### config.mk
export PLATFORM = sky130hd
export DESIGN_NAME = dram_refresh_sched
export DESIGN_NICKNAME = d
export VERILOG_FILES = /design/src/rtl/drs_pkg.sv /design/src/rtl/drs_interval_timer.sv /design/src/rtl/drs_pending_ctr.sv /design/src/rtl/drs_cbr_seq.sv /design/src/rtl/dram_refresh_sched.sv
export SDC_FILE = /design/constraint.sdc
export NUM_CORES = 1
export LEC_CHECK = 0
export ABC_AREA = 1
export BUFFER_PORTS_ARGS = -buffer_cell sky130_fd_sc_hd__buf_2
export CAP_MARGIN = 20
export CORE_UTILIZATION = 41
export DETAILED_ROUTE_END_ITERATION = 12
export PLACE_DENSITY = 0.63
export SYNTH_ARGS = -nofsm -noshare
export SYNTH_HDL_FRONTEND = slang
export SYNTH_SLANG_ARGS = --single-unit
export TNS_END_PERCENT = 100
### constraint.sdc
create_clock -name clk -period 2.5 [get_ports clk]
set_input_delay 0.5 -clock clk [delete_from_list [all_inputs] [get_ports clk]]
set_output_delay 0.5 -clock clk [all_outputs]
set_load 0.1 [all_outputs]
### src/rtl/drs_pkg.sv
package drs_pkg;

  typedef enum logic [2:0] {
    ST_PAUSE,
    ST_INIT,
    ST_RUN,
    ST_SR_PRE,
    ST_SR_ENTER,
    ST_SR_IN,
    ST_SR_POST
  } sched_state_e;

  typedef enum logic [2:0] {
    PH_IDLE,
    PH_LEAD,
    PH_RASLO,
    PH_SRHOLD,
    PH_PRE
  } strobe_phase_e;

  function automatic int max2(input int a, input int b);
    return (a > b) ? a : b;
  endfunction

endpackage

### src/rtl/drs_interval_timer.sv
module drs_interval_timer #(
  parameter int LIMIT = 4
) (
  input  logic clk,
  input  logic rst_n,
  input  logic en,
  input  logic clr,
  output logic tick
);
  localparam int CW = (LIMIT > 1) ? $clog2(LIMIT) : 1;
  localparam logic [CW-1:0] LAST = CW'(LIMIT - 1);

  logic [CW-1:0] cnt;

  assign tick = en && (cnt == LAST);

  always_ff @(posedge clk or negedge rst_n) begin
    if (!rst_n)      cnt <= '0;
    else if (clr)    cnt <= '0;
    else if (en)     cnt <= tick ? '0 : cnt + 1'b1;
  end

  // The count never runs past the terminal value
  AST_TMR_RANGE: assert property (@(posedge clk) disable iff (!rst_n)
    cnt <= LAST);

endmodule

### src/rtl/drs_pending_ctr.sv
module drs_pending_ctr #(
  parameter  int MAX = 4,
  localparam int CW  = $clog2(MAX + 1)
) (
  input  logic clk,
  input  logic rst_n,
  input  logic inc,
  input  logic dec,
  input  logic clr,
  output logic full,
  output logic empty
);
  localparam logic [CW-1:0] TOP = CW'(MAX);

  logic [CW-1:0] count;

  assign full  = (count == TOP);
  assign empty = (count == '0);

  always_ff @(posedge clk or negedge rst_n) begin
    if (!rst_n) begin
      count <= '0;
    end else if (clr) begin
      count <= '0;
    end else begin
      unique case ({inc, dec})
        2'b10:   if (!full)  count <= count + 1'b1;
        2'b01:   if (!empty) count <= count - 1'b1;
        default: ;
      endcase
    end
  end

  AST_NO_OVERFLOW: assert property (@(posedge clk) disable iff (!rst_n)
    count <= TOP);

  AST_SAT_HOLD: assert property (@(posedge clk) disable iff (!rst_n)
    (full && inc && !dec && !clr) |=> full);

  AST_NO_UNDERFLOW: assert property (@(posedge clk) disable iff (!rst_n)
    dec |-> !empty);

endmodule

### src/rtl/drs_cbr_seq.sv
module drs_cbr_seq
  import drs_pkg::*;
#(
  parameter int T_CSR  = 2,
  parameter int T_RAS  = 12,
  parameter int T_RP   = 8,
  parameter int T_RPS  = 22,
  parameter int T_RASS = 20000
) (
  input  logic clk,
  input  logic rst_n,
  input  logic start_cbr,
  input  logic start_sr,
  input  logic sr_exit,
  output logic ras_n,
  output logic cas_n,
  output logic idle,
  output logic done,
  output logic in_sr
);
  localparam int TMAX = max2(max2(max2(T_CSR, T_RAS), max2(T_RP, T_RPS)), T_RASS);
  localparam int CW   = $clog2(TMAX + 1);
  localparam int HW   = CW + 1;

  strobe_phase_e phase;
  logic [CW-1:0] cnt;
  logic          sr_mode;

  always_ff @(posedge clk or negedge rst_n) begin
    if (!rst_n) begin
      phase   <= PH_IDLE;
      cnt     <= '0;
      sr_mode <= 1'b0;
    end else begin
      unique case (phase)
        PH_IDLE: begin
          if (start_cbr || start_sr) begin
            phase   <= PH_LEAD;
            cnt     <= CW'(T_CSR - 1);
            sr_mode <= start_sr;
          end
        end
        PH_LEAD: begin
          if (cnt != '0) begin
            cnt <= cnt - 1'b1;
          end else if (sr_mode) begin
            phase <= PH_SRHOLD;
            cnt   <= CW'(T_RASS - 1);
          end else begin
            phase <= PH_RASLO;
            cnt   <= CW'(T_RAS - 1);
          end
        end
        PH_RASLO: begin
          if (cnt != '0) begin
            cnt <= cnt - 1'b1;
          end else begin
            phase <= PH_PRE;
            cnt   <= CW'(T_RP - 1);
          end
        end
        PH_SRHOLD: begin
          if (cnt != '0) begin
            cnt <= cnt - 1'b1;
          end else if (sr_exit) begin
            phase <= PH_PRE;
            cnt   <= CW'(T_RPS - 1);
          end
        end
        PH_PRE: begin
          if (cnt != '0) cnt <= cnt - 1'b1;
          else           phase <= PH_IDLE;
        end
        default: phase <= PH_IDLE;
      endcase
    end
  end

  assign idle  = (phase == PH_IDLE);
  assign done  = (phase == PH_PRE) && (cnt == '0);
  assign in_sr = (phase == PH_SRHOLD);
  assign cas_n = !((phase == PH_LEAD) || (phase == PH_RASLO) || (phase == PH_SRHOLD));
  assign ras_n = !((phase == PH_RASLO) || (phase == PH_SRHOLD));

  // Run-length counters observed by the timing checks below
  logic [HW-1:0] lo_cnt;
  logic [HW-1:0] hi_cnt;
  logic          after_sr;

  always_ff @(posedge clk or negedge rst_n) begin
    if (!rst_n) begin
      lo_cnt   <= '0;
      hi_cnt   <= '0;
      after_sr <= 1'b0;
    end else begin
      lo_cnt <= ras_n ? '0 : ((&lo_cnt) ? lo_cnt : lo_cnt + 1'b1);
      hi_cnt <= !ras_n ? '0 : ((&hi_cnt) ? hi_cnt : hi_cnt + 1'b1);
      if (phase == PH_SRHOLD)     after_sr <= 1'b1;
      else if (phase == PH_RASLO) after_sr <= 1'b0;
    end
  end

  localparam logic [HW-1:0] MIN_LO    = HW'(T_RAS - 1);
  localparam logic [HW-1:0] MIN_HI    = HW'(T_RP - 1);
  localparam logic [HW-1:0] MIN_HI_SR = HW'(T_RPS - 1);
  localparam logic [HW-1:0] MIN_SR_LO = HW'(T_RASS - 1);

  AST_CAS_LEADS_RAS: assert property (@(posedge clk) disable iff (!rst_n)
    $fell(ras_n) |-> (!cas_n && $past(!cas_n)));

  AST_RAS_MIN_LOW: assert property (@(posedge clk) disable iff (!rst_n)
    $rose(ras_n) |-> ($past(lo_cnt) >= MIN_LO));

  AST_PRECHARGE_MIN: assert property (@(posedge clk) disable iff (!rst_n)
    $fell(ras_n) |-> ($past(hi_cnt) >= MIN_HI));

  AST_SR_MIN_HOLD: assert property (@(posedge clk) disable iff (!rst_n)
    ($rose(ras_n) && $past(in_sr)) |-> ($past(lo_cnt) >= MIN_SR_LO));

  AST_SR_EXIT_PRECHARGE: assert property (@(posedge clk) disable iff (!rst_n)
    ($fell(ras_n) && after_sr) |-> ($past(hi_cnt) >= MIN_HI_SR));

endmodule

### src/rtl/dram_refresh_sched.sv
module dram_refresh_sched
  import drs_pkg::*;
#(
  parameter int INIT_CYC     = 40000,
  parameter int INIT_REFS    = 8,
  parameter int REF_INTERVAL = 3100,
  parameter int PEND_MAX     = 4,
  parameter int T_CSR        = 2,
  parameter int T_RAS        = 12,
  parameter int T_RP         = 8,
  parameter int T_RPS        = 22,
  parameter int T_RASS       = 20000
) (
  input  logic clk,
  input  logic rst_n,
  input  logic ref_grant,
  input  logic sr_enter_req,
  input  logic sr_exit_req,
  output logic ref_req,
  output logic ref_urgent,
  output logic bus_own,
  output logic init_done,
  output logic sr_active,
  output logic ras_n,
  output logic cas_n,
  output logic we_n,
  output logic oe_n
);
  localparam int IW = $clog2(INIT_REFS + 1);
  localparam logic [IW-1:0] INIT_LOAD = IW'(INIT_REFS);

  sched_state_e  state;
  logic [IW-1:0] init_left;
  logic          pause_tick;
  logic          ref_tick;
  logic          pend_full;
  logic          pend_empty;
  logic          seq_idle;
  logic          seq_done;
  logic          seq_in_sr;
  logic          start_cbr;
  logic          start_sr;
  logic          in_run;
  logic          in_sr_flow;

  assign in_run     = (state == ST_RUN);
  assign in_sr_flow = (state == ST_SR_PRE) || (state == ST_SR_ENTER) ||
                      (state == ST_SR_IN)  || (state == ST_SR_POST);

  drs_interval_timer #(.LIMIT(INIT_CYC)) u_pause (
    .clk   (clk),
    .rst_n (rst_n),
    .en    (state == ST_PAUSE),
    .clr   (1'b0),
    .tick  (pause_tick)
  );

  drs_interval_timer #(.LIMIT(REF_INTERVAL)) u_ival (
    .clk   (clk),
    .rst_n (rst_n),
    .en    (in_run),
    .clr   (!in_run),
    .tick  (ref_tick)
  );

  drs_pending_ctr #(.MAX(PEND_MAX)) u_pend (
    .clk   (clk),
    .rst_n (rst_n),
    .inc   (ref_tick),
    .dec   (in_run && seq_done),
    .clr   ((state == ST_SR_POST) && seq_done),
    .full  (pend_full),
    .empty (pend_empty)
  );

  assign start_cbr = ref_grant && seq_idle &&
                     (((state == ST_INIT) && (init_left != '0)) ||
                      (in_run && !pend_empty && !sr_enter_req) ||
                      (state == ST_SR_PRE) || (state == ST_SR_POST));
  assign start_sr  = ref_grant && seq_idle && (state == ST_SR_ENTER);

  drs_cbr_seq #(
    .T_CSR  (T_CSR),
    .T_RAS  (T_RAS),
    .T_RP   (T_RP),
    .T_RPS  (T_RPS),
    .T_RASS (T_RASS)
  ) u_seq (
    .clk       (clk),
    .rst_n     (rst_n),
    .start_cbr (start_cbr),
    .start_sr  (start_sr),
    .sr_exit   (sr_exit_req),
    .ras_n     (ras_n),
    .cas_n     (cas_n),
    .idle      (seq_idle),
    .done      (seq_done),
    .in_sr     (seq_in_sr)
  );

  always_ff @(posedge clk or negedge rst_n) begin
    if (!rst_n) begin
      state     <= ST_PAUSE;
      init_left <= INIT_LOAD;
    end else begin
      unique case (state)
        ST_PAUSE:    if (pause_tick) state <= ST_INIT;
        ST_INIT: begin
          if (seq_done) begin
            init_left <= init_left - 1'b1;
            if (init_left == IW'(1)) state <= ST_RUN;
          end
        end
        ST_RUN:      if (sr_enter_req && seq_idle) state <= ST_SR_PRE;
        ST_SR_PRE:   if (seq_done) state <= ST_SR_ENTER;
        ST_SR_ENTER: if (start_sr) state <= ST_SR_IN;
        ST_SR_IN:    if (seq_done) state <= ST_SR_POST;
        ST_SR_POST:  if (seq_done) state <= ST_RUN;
        default:     state <= ST_PAUSE;
      endcase
    end
  end

  assign ref_req    = ((state == ST_INIT) && (init_left != '0)) ||
                      (in_run && !pend_empty) || in_sr_flow;
  assign ref_urgent = in_run && pend_full;
  assign bus_own    = !seq_idle;
  assign init_done  = (state != ST_PAUSE) && (state != ST_INIT);
  assign sr_active  = seq_in_sr;
  assign we_n       = 1'b1;
  assign oe_n       = 1'b1;

  // Completed refreshes during power-up, seen by the init check
  logic [IW-1:0] init_seen;
  always_ff @(posedge clk or negedge rst_n) begin
    if (!rst_n)                             init_seen <= '0;
    else if ((state == ST_INIT) && seq_done) init_seen <= init_seen + 1'b1;
  end

  AST_QUIET_PAUSE: assert property (@(posedge clk) disable iff (!rst_n)
    (state == ST_PAUSE) |-> (ras_n && cas_n && !ref_req));

  AST_INIT_COUNT: assert property (@(posedge clk) disable iff (!rst_n)
    $rose(init_done) |-> (init_seen == INIT_LOAD));

  AST_START_NEEDS_GRANT: assert property (@(posedge clk) disable iff (!rst_n)
    $fell(cas_n) |-> $past(ref_grant));

  AST_URGENT_WITH_REQ: assert property (@(posedge clk) disable iff (!rst_n)
    ref_urgent |-> ref_req);

  AST_SR_HOLDS_BUS: assert property (@(posedge clk) disable iff (!rst_n)
    sr_active |-> (ref_req && bus_own && !ras_n));

endmodule

Word level (Yosys, flattened, before mapping)
Cells that the tools add are included.
- register bits after elaboration: 57
- latch bits: 0
- memory bits (writable): 0
- ROM bits: 0
- memories: 0
- add/subtract/negate cells: 6
- $mul: 0
- divide/modulo/power cells: 0
- magnitude comparators: 0
- eq/ne operators: 35
- shifts and indexed selects: 0
- muxes and demuxes: 32
- bitwise gates (word level): 0
- reduce and logical (&&, ||, !) cells: 46
- operator list (kind ; count):
    2-to-1 mux 15 bit ; 7
    one-hot mux 15 bit (5 select lines) ; 1
    2-to-1 mux 3 bit ; 17
    2-to-1 mux 12 bit ; 2
    one-hot mux 3 bit (7 select lines) ; 1
    inequality test 2 bit (second input constant) ; 10
    adder 16 x 1 -> 16 bit (second input constant) ; 1
    == test 16 bit (second input constant) ; 1
    2-to-1 mux 16 bit ; 1
    == test 3 bit (second input constant) ; 5
    logical NOT 15 bit ; 1
    one-hot mux 3 bit (5 select lines) ; 1
    nonzero test 15 bit ; 1
    subtractor 15 x 1 -> 15 bit (second input constant) ; 1
    logical AND 1 bit ; 14
    adder 12 x 1 -> 12 bit (second input constant) ; 1
    == test 12 bit (second input constant) ; 1
    == test 3 x 2 -> 1 bit (second input constant) ; 4
    logical OR 1 bit ; 12
    inequality test 2 x 1 -> 1 bit (second input constant) ; 5
    logical NOT 3 bit ; 3
    inequality test 3 x 2 -> 1 bit (second input constant) ; 3
    AND reduction 8 bit ; 1
    == test 3 x 1 -> 1 bit (second input constant) ; 2
    other kinds (17) ; 23

Logic depth before layout (Yosys ltp)
- depth in word-level cells: 11
- mapped depth: 14
- depth with buffers taken out: 14

By module
Synthesis repeated with hierarchy kept, for this count alone.
- cells, all modules: 606
- area total of the unflattened synthesis: 4191.5 um^2
- modules (own cells, without submodules) (module ; instances ; cells each ; area each (um^2)):
    drs_cbr_seq ; 1 ; 223 ; 1446.4
    drs_interval_timer (u_pause) ; 1 ; 144 ; 1079.8
    drs_interval_timer (u_ival) ; 1 ; 109 ; 799.5
    dram_refresh_sched ; 1 ; 86 ; 579.3
    drs_pending_ctr ; 1 ; 44 ; 286.5

Worst setup path after synthesis
Ideal clock, no wire load.
- kind: register -> output
- from: reg state[0]
- to: out ref_urgent
- arrival: 3.632 ns
- setup slack: -1.632 ns
- cell stages (with the launch flop): 6
- path buffers: 0
- path through: dfrtp_1 > inv_1 > nand2_1 > nor2_4 > inv_1 > nor4_1
- longest elaborated chain between the ends: 2
- ends and longest elaborated chain (item ; RTL line ; RTL):
    start: declaration ; dram_refresh_sched.sv:32 ; sched_state_e state;
    start signal: assignment ; dram_refresh_sched.sv:103 ; state <= ST_PAUSE;
    start signal: assignment ; dram_refresh_sched.sv:107 ; ST_PAUSE: if (pause_tick) state <= ST_INIT;
    start signal: assignment ; dram_refresh_sched.sv:111 ; if (init_left == IW'(1)) state <= ST_RUN;
    == test 3 x 2 -> 1 bit ; dram_refresh_sched.sv:46 ; assign in_run = (state == ST_RUN);
    logical AND 1 bit ; dram_refresh_sched.sv:126 ; assign ref_urgent = in_run && pend_full;
    end: declaration ; dram_refresh_sched.sv:20 ; output logic ref_urgent,
No other way between the ends.

Final worst setup path
Ends and elaborated chain as after synthesis.

==> impl_metrics.ini <==
[route]
avgRoutedWirePerCell_um = 11.8
ant_nets = 0
viasPerCell = 4.92
met2_length_um = 3480
dr.first_iter.drc_count = 119
wl_um = 7190
drc = 0
dr_wl_met3_um = 221
vias = 2998
drt-met1-wl_um = 3300
dr.max_layer_used = met4
first_pass_iters = 5

[sta]
hold_violations = 0
finalCriticalPeriod_ps = 2350
fin_crit_sh_pct = 94.2
max_freq_mhz = 425
setup_ws_ps = 145
rsz0062_at_grt = false
slew_headroom_pct = 60.8
fin_skew_ps = 8.36
slew_violations = 0
worstMarginPinSlew_ps = 588
tns_ps = 0
setup_viol = 0

[global_routing]
globalRouteOverflowTotal = 0
grt_pass1_wl_um = 12700
grt_max_degree = 35
first_global_vias = 2902
antenna_found_initial = 0
grt_use_total_pct = 18.2

[clock_network]
ctsLongestPathBuffers = 2
clkSinkCount = 57
cts.clk_slew.worst_paths_ps = 70
cts_setup_buffers = 0
cts_tree = yes
cts_hold_buf = 0
numCtsBuffers = 9
clk_latency_ps = 350
cts-root-buf = clkbuf_8
cts_resized = 0
htree_levels = 3

[floorplanning]
core_mm2 = 0.00838
row_count = 33
die_h_um = 95.8
pin_count = 14
dieArea_mm2 = 0.00918
dieWidth_um = 95.8
initial_core_util_pct = 43.1

[layout]
drive_above_1_share_pct = 15.1
final_cell_count_no_fill = 609
nNetsFinal = 513
fillerInstances = 831
antenna_cells = 0
final_common_cell = nand2_1
layout_common_cells = nand2_1 (115), inv_1 (72), dfrtp_1 (56), nor2_1 (49), nand3_1 (35)
area_growth_pct = 12.8

[setup_path]
crit_type = register to output port
path_cells = inv_1 > nand2_1 > nor2_4 > inv_1 > buf_4 > nor4_4 > buf_12
cp.arrival_ps = 1850
slowest_stage = dfrtp_1
cp_num_buf_inv = 4
worst_path_most_repeated_cell = inv_1
critPathTopFamily = buffers and inverters
worst_ep_required_time_ps = 2000
slowest_delay_ps = 430
worst_setup_path_end_kind = output port
start_kind = register
crit_fanout = 6

[logic_synthesis]
synth_edf_count = 0
synth-main-ff-cell = dfrtp_1
synth_seq_cells = 57
yosysWarnings = 0
ys_async_sr_fraction_pct = 100
ys_types = 42
syn_avg_cell_area_um2 = 7.62
yosysSeqAreaShare_pct = 39.5
syn-cell-area_mm2 = 0.00361
syn_inst = 474

[placed_design]
dp.cells = 593
io_buffers = 11
dp_hpwl_um = 5450
gp_congestion = 0.799
place_ws_ps = 42.8

[pwr]
totalPowerFinal_w = 0.00183
pwr_density_cell_mw_per_mm2 = 449
leakagePower_nw = 2.08
ir_drop_mv = 0.358

[outcome]
status = complete, no violations

[worst_hold_path]
min_path_type = input port to async pin

[run]
drv_cap = 0
where the power goes:
part	internal (W)	switching, W	leakage, nW	total (W)
Sequential	0.000922	0	0.726	0.000922
Combinational	0.00000578	0.0000331	1.25	0.0000389
Clock	0.000479	0.000388	0.102	0.000867
Total	0.00141	0.000421	2.08	0.00183
worst register-to-register path, cell delays in order, from the launching register on:
cell and delay (ps):
dfrtp_1 410, inv_2 110, ha_4 170, nand3_4 110, nor2_8 110, nand3_4 70, nor2_2 130, ha_2 230
xor2_1 80, ha_1 190, a21oi_1 140, xor2_1 210, o21ai_0 100, nand2_1 80, nor2_1 40
cells in the mapped netlist, types with 2 or more instances:
cell type  instances  area, um2
nand3_1           35        175
o21ai_1            7       35.0
dfrtp_1           56       1400
nor3_1            13       65.1
ha_1               9        113
a21oi_1           12       60.1
inv_2              2       7.51
nand4_1           10       62.6
nor3_2             2       20.0
nand3_2            3       30.0
nor2_8             2       40.0
nor2_4             4       45.0
nand3_4            2       35.0
nand2_2            6       37.5
xor2_1            22        193
o21ai_0           16       80.1
nand3b_1           3       22.5
nor2_2             4       25.0
buf_4              4       30.0
or2_2              2       12.5
inv_1             73        274
nor4_1             2       12.5
nand2_1          115        432
xnor2_1            3       26.3
nor2_1            50        188
cells by family after synthesis:
logic type / share of synthesized area, %
fa+ha+maj: 3.12
buf+inv: 8.94
compound gates: 7.35
simple gates: 34.6
flops: 39.5
xor+xnor: 6.07
other cells: 0.104
mux: 0.312
state kept, by name, indices dropped and copies added, names as in the netlist:
register       count
state              3
u_pend.count       3
u_seq.sr_mode      1
init_left          4
u_seq.phase        3
u_pause.cnt       16
u_seq.cnt         15
u_ival.cnt        12
stage by stage:
stage | utilization, % | hold slack [ps] | area (um2)
after floorplan | - | 204 | 3630
after global placement | 46.1 | 463 | 3860
after detailed placement | 46.1 | 465 | 3860
after CTS | 48.4 | 171 | 4060
after global routing | 48.6 | 196 | 4070
final | 48.6 | 152 | 4070
cell type report:
class / instances / area [um2] / share of cell area [%]
multi-input combinational: 338 / 1900 / 46.7
sequential: 57 / 1430 / 35.1
inverter: 75 / 282 / 6.91
clock buffer: 10 / 138 / 3.38
timing repair buffer: 18 / 135 / 3.32
tap: 105 / 131 / 3.23
clock inverter: 6 / 57.6 / 1.41
layer usage:
| layer | up-vias | GRT usage (%) |
|---|---|---|
| li1 | 1545 | - |
| met1 | 1389 | 21.9 |
| met2 | 48 | 30.4 |
| met3 | 16 | 4.98 |
| met4 | 0 | 8.08 |
| met5 | - | 0 |
final timing paths:
kind                                            from                          end  slack [ps]  depth (start not counted)
setup / recovery                state[0]$_DFFE_PN0P_                   ref_urgent         150                          7
hold / removal                                 rst_n     u_seq.cnt[4]$_DFFE_PN0P_         150                          1
setup reg to reg            u_seq.cnt[0]$_DFFE_PN0P_  u_pend.count[2]$_DFFE_PN0P_         210                         14
hold reg to reg            u_seq.cnt[13]$_DFFE_PN0P_    u_seq.cnt[13]$_DFFE_PN0P_         480                          2
max in group asynchronous                      rst_n     init_left[3]$_DFFE_PN1P_        1690                          2
min in group clk           u_seq.cnt[13]$_DFFE_PN0P_    u_seq.cnt[13]$_DFFE_PN0P_         480                          2
Power figures use the tool's default switching activity.
